File: src/rtl/halt_wake_ctrl.sv
module halt_wake_ctrl #(
  parameter int AW      = 16,
  parameter int LOOP    = 4,
  parameter int LAT_IM0 = 11,
  parameter int LAT_IM1 = 13,
  parameter int LAT_IM2 = 19,
  parameter int LAT_NMI = 11
) (
  input  logic          clk,
  input  logic          rst_n,
  input  logic          halt_dec,
  input  logic [AW-1:0] pc_next,
  input  logic          ie,
  input  logic          irq_req,
  input  logic          nmi_req,
  input  logic [1:0]    im_sel,
  output logic          halt_n,
  output logic [7:0]    stat_word,
  output logic [1:0]    s_code,
  output logic          bus_en,
  output logic          ack_start,
  output logic          push_req,
  output logic [AW-1:0] push_addr,
  output logic          vec_done
);
  localparam int TW   = (LOOP > 2) ? $clog2(LOOP) : 1;
  localparam int LM01 = (LAT_IM0 > LAT_IM1) ? LAT_IM0 : LAT_IM1;
  localparam int LM2N = (LAT_IM2 > LAT_NMI) ? LAT_IM2 : LAT_NMI;
  localparam int LMAX = (LM01 > LM2N) ? LM01 : LM2N;
  localparam int VW   = $clog2(LMAX + 1);

  typedef enum logic [1:0] {RUN, PARK, VECT} st_t;

  st_t           st;
  logic [TW-1:0] tcnt;
  logic [VW-1:0] vcnt;
  logic [VW-1:0] lat_sel;
  logic [AW-1:0] ret;
  logic          first;

  wire parked    = (st == PARK);
  wire wake      = nmi_req | (irq_req & ie);
  wire loop_last = parked && (tcnt == TW'(LOOP - 1));

  always_comb begin
    if (nmi_req)            lat_sel = VW'(LAT_NMI);
    else if (im_sel == 2'd0) lat_sel = VW'(LAT_IM0);
    else if (im_sel == 2'd1) lat_sel = VW'(LAT_IM1);
    else                     lat_sel = VW'(LAT_IM2);
  end

  always_ff @(posedge clk or negedge rst_n) begin
    if (!rst_n) begin
      st    <= RUN;
      tcnt  <= '0;
      vcnt  <= '0;
      ret   <= '0;
      first <= 1'b0;
    end else begin
      first <= 1'b0;
      case (st)
        RUN: if (halt_dec) begin
          st   <= PARK;
          tcnt <= '0;
          ret  <= pc_next;
        end
        PARK: begin
          if (loop_last && wake) begin
            st    <= VECT;
            vcnt  <= lat_sel - 1'b1;
            first <= 1'b1;
          end else begin
            tcnt <= loop_last ? '0 : tcnt + 1'b1;
          end
        end
        VECT: begin
          if (vcnt == '0) st <= RUN;
          else            vcnt <= vcnt - 1'b1;
        end
        default: st <= RUN;
      endcase
    end
  end

  assign halt_n    = ~parked;
  assign bus_en    = ~parked;
  assign s_code    = parked ? 2'b00 : 2'b11;
  assign stat_word = {4'b0000, parked && (tcnt == '0), 3'b000};
  assign ack_start = first;
  assign push_req  = first;
  assign push_addr = ret;
  assign vec_done  = (st == VECT) && (vcnt == '0);
endmodule


File: config.mk
export PLATFORM = sky130hd
export DESIGN_NAME = halt_wake_ctrl
export DESIGN_NICKNAME = d
export VERILOG_FILES = /design/src/rtl/halt_wake_ctrl.sv
export SDC_FILE = /design/constraint.sdc
export NUM_CORES = 1
export LEC_CHECK = 0
export CAP_MARGIN = 15
export CORE_ASPECT_RATIO = 1.5
export CORE_MARGIN = 1.5
export CORE_UTILIZATION = 45
export DETAILED_ROUTE_END_ITERATION = 7
export PLACE_DENSITY_LB_ADDON = 0.3
export SETUP_SLACK_MARGIN = 0.3
export SLEW_MARGIN = 30
export SYNTH_ARGS = -nofsm -noshare
export SYNTH_HDL_FRONTEND = slang
export SYNTH_SLANG_ARGS = --single-unit
File: constraint.sdc
create_clock -name clk -period 5.1 [get_ports clk]
set_clock_uncertainty 0.2 [all_clocks]
set_input_delay 1.02 -clock clk [delete_from_list [all_inputs] [get_ports clk]]
set_output_delay 1.02 -clock clk [all_outputs]
set_load 0.01 [all_outputs]
==> results.rst, run 1 <==
.. list-table::
   :header-rows: 1

   * - Metric
     - Value
   * - Overall die area
     - 0.00317 mm²
   * - Worst setup SP type
     - flip-flop
   * - Global placer's final weighted congestion
     - 0.832
   * - Switching power total
     - 0.326 mW
   * - Total via count after detailed routing
     - 949
   * - Number of hold violations in the final report
     - 0
   * - FFs w/ async S/R, synth
     - 100%
   * - Yosys top cell area share
     - 51.1%
   * - Switching share of power
     - 33.2%
   * - Layout cell share with drive strength beyond 1
     - 15.9%
   * - Global-route total usage across every layer
     - 17.4%
   * - Buffer type at the clock tree root
     - clkbuf_8
   * - Outcome
     - completed
   * - Final net count
     - 180
   * - Detailed Route Iter0 Violations
     - 8
   * - Maximum number of pins on one net before global-route repair
     - 27
   * - Routed Antenna Nets
     - 0
   * - Worst path required time
     - 3.88 ns
   * - Core Region
     - 0.00268 mm²
   * - Leading cell type in the layout, fill and taps excluded
     - clkdlybuf4s50_1
   * - Arr. time, crit path
     - 1.90 ns
   * - Final period utilization
     - 61.1%
   * - Total of endpoints with negative setup slack in the final report
     - 0
   * - RSZ-0062 raised after global routing
     - no
   * - Leading register cell type out of synthesis
     - dfrtp_1
   * - Antenna violations before repair
     - 0
   * - Total iterations of the first detailed-routing run
     - 4
   * - Post-synth EDFFs
     - 0
   * - Gate count of the mapped netlist
     - 108
   * - Die height
     - 68.2 µm
   * - Cell type with the largest total area after synthesis
     - dfrtp_1
   * - Global-route congestion overflow total
     - 0
   * - CTS buffer count
     - 3
   * - Routed wirelength normalized by instance count
     - 13.5 µm
   * - Setup TNS
     - 0 ns
   * - Average cell area after synthesis
     - 11.8 µm²
   * - H-Tree Level Count
     - 1
   * - Quantity of I/O buffers inserted on ports
     - 47
   * - TritonCTS clock tree
     - yes
   * - Die width
     - 46.4 µm
   * - Clock Sinks
     - 26
   * - Combinational power share
     - 49.6%
   * - Top cells by area, synth
     - dfrtp_1 (51%), mux2_2 (14%), buf_4 (7.1%)
   * - Pwr/cell area
     - 557 mW/mm²
   * - Number of diodes
     - 0
   * - Clock period minus final worst setup slack
     - 3.12 ns
   * - Most frequent cells in the layout
     - clkdlybuf4s50_1 (46), dfrtp_1 (26), mux2_2 (16)
   * - Count of unresolved DRC violations after routing
     - 0
   * - Number of buffers inserted for hold repair after clock tree synthesis
     - 0
   * - Setup fix buffers added after clock tree synthesis
     - 0
   * - Number of distinct library cells after synthesis
     - 30
   * - Initial core utilization
     - 47.6%
   * - Worst-case clock buffer depth
     - 2
   * - Number of rows in the core area
     - 23
   * - Seq/Total Area, Yosys
     - 51.1%
   * - Top-Level Pins
     - 55
   * - Detail-routed via count per cell
     - 5.05
   * - Combined area of all synthesized cells
     - 0.00127 mm²
   * - Internal Pwr Total
     - 0.655 mW
   * - Final non-filler cell total
     - 188
   * - Transition time at the pin with the least slew margin
     - 0.796 ns
   * - Wire length of the first global-routing pass
     - 4060 µm
   * - Max-capacitance violation count
     - 0
   * - Growth of design area from synthesis to finish
     - 38.2%
   * - Maximum clock frequency
     - 321 MHz
   * - Resized cells post-CTS
     - 0
   * - Final slew viol count
     - 0
   * - Relative contribution of sequential cells to total power
     - 39.3%
   * - Yosys warns
     - 0
   * - Number of filler instances in the final layout
     - 240
   * - DPL Wire Length
     - 2010 µm
   * - Clock-pin slew of the registers on the worst-case setup and hold paths
     - 0.08 ns
   * - Clock insertion delay at the later pin of the skew report
     - 0.26 ns
   * - Classification of the worst-slack hold path
     - reg2reg
   * - Total Wirelength
     - 2540 µm
   * - Leakage component of the power
     - 0.747 nW
   * - Worst-path maximum fanout
     - 5
   * - Via count of the first global-routing pass
     - 950
   * - Placed insts
     - 185
   * - Maximum resistive drop on vdd
     - 0.000354 V
   * - Synthesis-stage register bit count
     - 26
   * - Clock power share
     - 11.1%
   * - Crit Path Class
     - reg2out
   * - Max-slew headroom
     - 46.9%
   * - Endpoint kind of the worst setup timing path
     - output pin
==> cells in the mapped netlist, drive strengths merged (2+ instances only) <==
master	n
dfrtp	26
nand2	6
o21ai	2
nor4	2
nand2b	2
inv	8
nor2	3
nor2b	2
a21oi	2
o211ai	2
mux2i	2
a32o	2
nand3	2
buf	13
nor3	3
ha	3
mux2	16
nor3b	2
==> power groups by stage <==
stage / registers, mW / logic, mW / clock network [mW]
finish: 0.386 / 0.486 / 0.109
global route: 0.402 / 0.532 / 0.119
floorplan: 0.406 / 0.244 / 0
global placement: 0.381 / 0.476 / 0
detailed placement: 0.390 / 0.491 / 0
CTS: 0.387 / 0.493 / 0.111
==> cell type report <==
type	count	area (µm²)	area share, %
Clock buffer	3	41.3	2.35
Inverter	8	30.0	1.71
Sequential cell	26	651	37.0
Timing Repair Buffer	47	465	26.4
Multi-Input combinational cell	67	527	29.9
Tap cell	37	46.3	2.63
==> worst max-delay path, stage by stage (launching register included) <==
cell	delay [ns]
dfrtp_1	0.45
or3_4	0.44
nor4_1	0.17
clkdlybuf4s50_1	0.58
==> metrics by stage <==
step           setup WS, ns  util, %  instance area [µm²]  power, mW  hold WS, ns
2_1_floorplan          2.70        -                 1300      0.649        0.274
3_3_place_gp           1.94     64.2                 1720      0.857        0.285
3_5_place_dp           2.09     64.2                 1720      0.881        0.299
4_1_cts                1.98     65.8                 1760      0.992        0.316
5_1_grt                1.94     65.8                 1760       1.05        0.332
6_report               1.98     65.8                 1760      0.981        0.314
==> sequential cells by signal (all words and copies together), names as in the netlist <==
name and cells:
ack_start 1, st 2, tcnt 2, vcnt 5
push_addr 16
==> metal layers <==
| metal | up-vias | part of all wire (%) | track usage (%) |
|---|---|---|---|
| met5 | - | 0 | 0 |
| met4 | 0 | 0.95 | 5.36 |
| met3 | 4 | 5.7 | 4.22 |
| met2 | 39 | 55 | 30.6 |
| met1 | 460 | 38 | 20.2 |
| li1 | 446 | - | - |
==> path summary, 6_finish.rpt <==
| kind | slack, ns | cells past startpoint | start | end |
|---|---|---|---|---|
| max | 1.98 | 3 | vcnt[2] | vec_done |
| min | 0.31 | 1 | vcnt[0] | vcnt[0] |
| max reg2reg | 3.12 | 6 | st[0] | vcnt[4] |
| min reg2reg | 0.31 | 1 | vcnt[0] | vcnt[0] |
| max in group asynchronous | 3.78 | 1 | rst_n | push_addr[0] |
| min in group asynchronous | 0.55 | 1 | rst_n | vcnt[0] |
==> logic make-up (layout without fill, tap and decap cells) <==
logic type | Yosys count | after routing | synth area share (%)
flops | 26 | 26 | 51.1
simple gates | 26 | 26 | 11.6
buf+inv | 21 | 58 | 9.82
mux | 18 | 18 | 15.7
compound gates | 13 | 13 | 8.55
fa+ha+maj | 3 | 3 | 2.95
other cells | 1 | 7 | 0.294
Power figures use the tool's default switching activity.
==> run 2: changes to the inputs <==
--- a/config.mk
+++ b/config.mk
@@ -8,7 +8,7 @@
 export CAP_MARGIN = 15
 export CORE_ASPECT_RATIO = 1.5
 export CORE_MARGIN = 1.5
-export CORE_UTILIZATION = 45
+export CORE_UTILIZATION = 41
 export DETAILED_ROUTE_END_ITERATION = 7
 export PLACE_DENSITY_LB_ADDON = 0.3
 export SETUP_SLACK_MARGIN = 0.3
==> constraint.sdc (replaced) <==
create_clock -name clk -period 2.9 [get_ports clk]
set_clock_uncertainty 0.2 [all_clocks]
set_input_delay 0.58 -clock clk [delete_from_list [all_inputs] [get_ports clk]]
set_output_delay 0.58 -clock clk [all_outputs]
set_load 0.01 [all_outputs]
==> results.rst, run 2 (synthesis gave the netlist of run 1 again) <==
.. list-table::
   :header-rows: 1

   * - Metric
     - Value
   * - Outcome
     - completed
   * - Detail-routed via count per cell
     - 4.83
   * - Leading cell type in the layout, fill and taps excluded
     - clkdlybuf4s50_1
   * - H-Tree Level Count
     - 1
   * - Worst path required time
     - 2.12 ns
   * - Placed insts
     - 189
   * - Total iterations of the first detailed-routing run
     - 4
   * - Top-Level Pins
     - 55
   * - Total via count after detailed routing
     - 932
   * - Clock power share
     - 13.0%
   * - Final slew viol count
     - 0
   * - Combinational power share
     - 48.8%
   * - Worst-path maximum fanout
     - 5
   * - Setup TNS
     - 0 ns
   * - Max-capacitance violation count
     - 0
   * - Crit Path Class
     - reg2out
   * - Worst reg2reg setup slack
     - 0.95 ns
   * - Overall die area
     - 0.00346 mm²
   * - Endpoint kind of the worst setup timing path
     - output pin
   * - Routed Antenna Nets
     - 0
   * - Count of unresolved DRC violations after routing
     - 0
   * - TritonCTS clock tree
     - yes
   * - Wire length of the first global-routing pass
     - 4310 µm
   * - Worst setup SP type
     - flip-flop
   * - Area used by multi-input combinational logic
     - 520 µm²
   * - Relative contribution of sequential cells to total power
     - 38.2%
   * - Number of hold violations in the final report
     - 0
   * - Setup Slack @ Placement
     - 0.278 ns
   * - Leakage component of the power
     - 0.768 nW
   * - Global routing usage on met1
     - 17.2%
   * - Number of filler instances in the final layout
     - 272
   * - Sum of internal, switching and leakage power
     - 1.75 mW
   * - Detailed Route Iter0 Violations
     - 22
   * - Internal Pwr Total
     - 1.18 mW
   * - Quantity of I/O buffers inserted on ports
     - 47
   * - Worst-case clock buffer depth
     - 2
   * - Final non-filler cell total
     - 193
   * - Most frequent cells in the layout
     - clkdlybuf4s50_1 (46), dfrtp_1 (26), mux2_2 (16)
   * - Switching share of power
     - 32.3%
   * - Global Route met3 Usage
     - 3.54%
   * - Classification of the worst-slack hold path
     - reg2reg
   * - Final period utilization
     - 83.2%
   * - Global placer's final weighted congestion
     - 0.812
   * - Switching power total
     - 0.564 mW
   * - Arr. time, crit path
     - 1.63 ns
   * - Clock Sinks
     - 26
   * - Global-route congestion overflow total
     - 0
   * - Pwr/cell area
     - 976 mW/mm²
   * - Total Wirelength
     - 2460 µm
   * - Routing usage on met2
     - 28.7%
   * - Clock period minus final worst setup slack
     - 2.41 ns
   * - Clock insertion delay at the later pin of the skew report
     - 0.26 ns
   * - Layout cell share with drive strength beyond 1
     - 16.9%
   * - Global-route total usage across every layer
     - 15.6%
   * - Flip-flop count of the largest register, all copies and words added
     - 16
   * - Buffer type at the clock tree root
     - clkbuf_8
   * - Sequential cell area
     - 651 µm²
   * - Clock-pin slew of the registers on the worst-case setup and hold paths
     - 0.09 ns
   * - Antenna violations before repair
     - 0
   * - Number of diodes
     - 0
   * - Routed wirelength normalized by instance count
     - 12.7 µm
   * - Core Region
     - 0.00294 mm²
   * - Worst Hold Slack
     - 0.301 ns
   * - Number of buffers inserted for hold repair after clock tree synthesis
     - 0
   * - Number of rows in the core area
     - 24
   * - Growth of design area from synthesis to finish
     - 40.5%
   * - Final net count
     - 182
   * - Die width
     - 48.5 µm
   * - Initial core utilization
     - 43.3%
   * - Maximum clock frequency
     - 415 MHz
   * - Total of endpoints with negative setup slack in the final report
     - 0
   * - Via count of the first global-routing pass
     - 1008
   * - Maximum resistive drop on vdd
     - 0.000553 V
   * - CTS buffer count
     - 3
   * - Post-route worst setup slack
     - 0.488 ns
   * - GRT busiest layer
     - met2
   * - RSZ-0062 raised after global routing
     - no
   * - Die height
     - 71.3 µm
   * - DPL Wire Length
     - 1940 µm
   * - Maximum number of pins on one net before global-route repair
     - 27
[run 2: metal layers]
| metal | up-vias | part of all wire, % | routed length (µm) |
|---|---|---|---|
| li1 | 446 | - | - |
| met1 | 447 | 39 | 962 |
| met2 | 37 | 53 | 1300 |
| met3 | 2 | 7.2 | 176 |
| met4 | 0 | 0.85 | 21 |
| met5 | - | 0 | 0 |
[run 2: worst paths after layout]
| check | start | endpoint | depth (start not counted) |
|---|---|---|---|
| setup / recovery | st[0] | stat_word[3] | 3 |
| hold / removal | vcnt[0] | vcnt[0] | 1 |
| setup reg to reg | st[0] | vcnt[4] | 5 |
| hold reg to reg | vcnt[0] | vcnt[0] | 1 |
| max in group asynchronous | rst_n | ack_start | 2 |
| min in group asynchronous | rst_n | push_addr[12] | 2 |
[run 2: cell type report]
cell class                 instances  share of cell area [%]
clock buffer                       4                    3.08
timing repair buffer              49                    27.1
tap                               39                    2.73
multi-input combinational         67                    29.1
sequential                        26                    36.4
inverter                           8                    1.68
[run 2: power by group through the flow]
stage               combinational (mW)  sequential (mW)  clock (mW)
global route                     0.925            0.699       0.249
floorplan                        0.428            0.714           0
CTS                              0.867            0.670       0.234
detailed placement               0.863            0.676           0
finish                           0.852            0.667       0.228
global placement                 0.849            0.666           0
[run 2: critical path: stages, from the launching register on]
cell and delay, ns:
dfrtp_1 0.41, nor2b_1 0.27, and2_1 0.16, clkdlybuf4s50_1 0.53
[run 2: metrics by stage]
stage / utilization [%] / cell area [µm²]
6_report: 60.8 / 1790
5_1_grt: 60.8 / 1790
4_1_cts: 60.8 / 1790
3_5_place_dp: 59.0 / 1740
3_3_place_gp: 59.0 / 1740
2_1_floorplan: - / 1300
[run 2: repair_timing]
action                                  4_1_cts  5_1_grt
endpoints found under the setup margin        1        0
buffers inserted                              0        0
resized for setup                             1        0
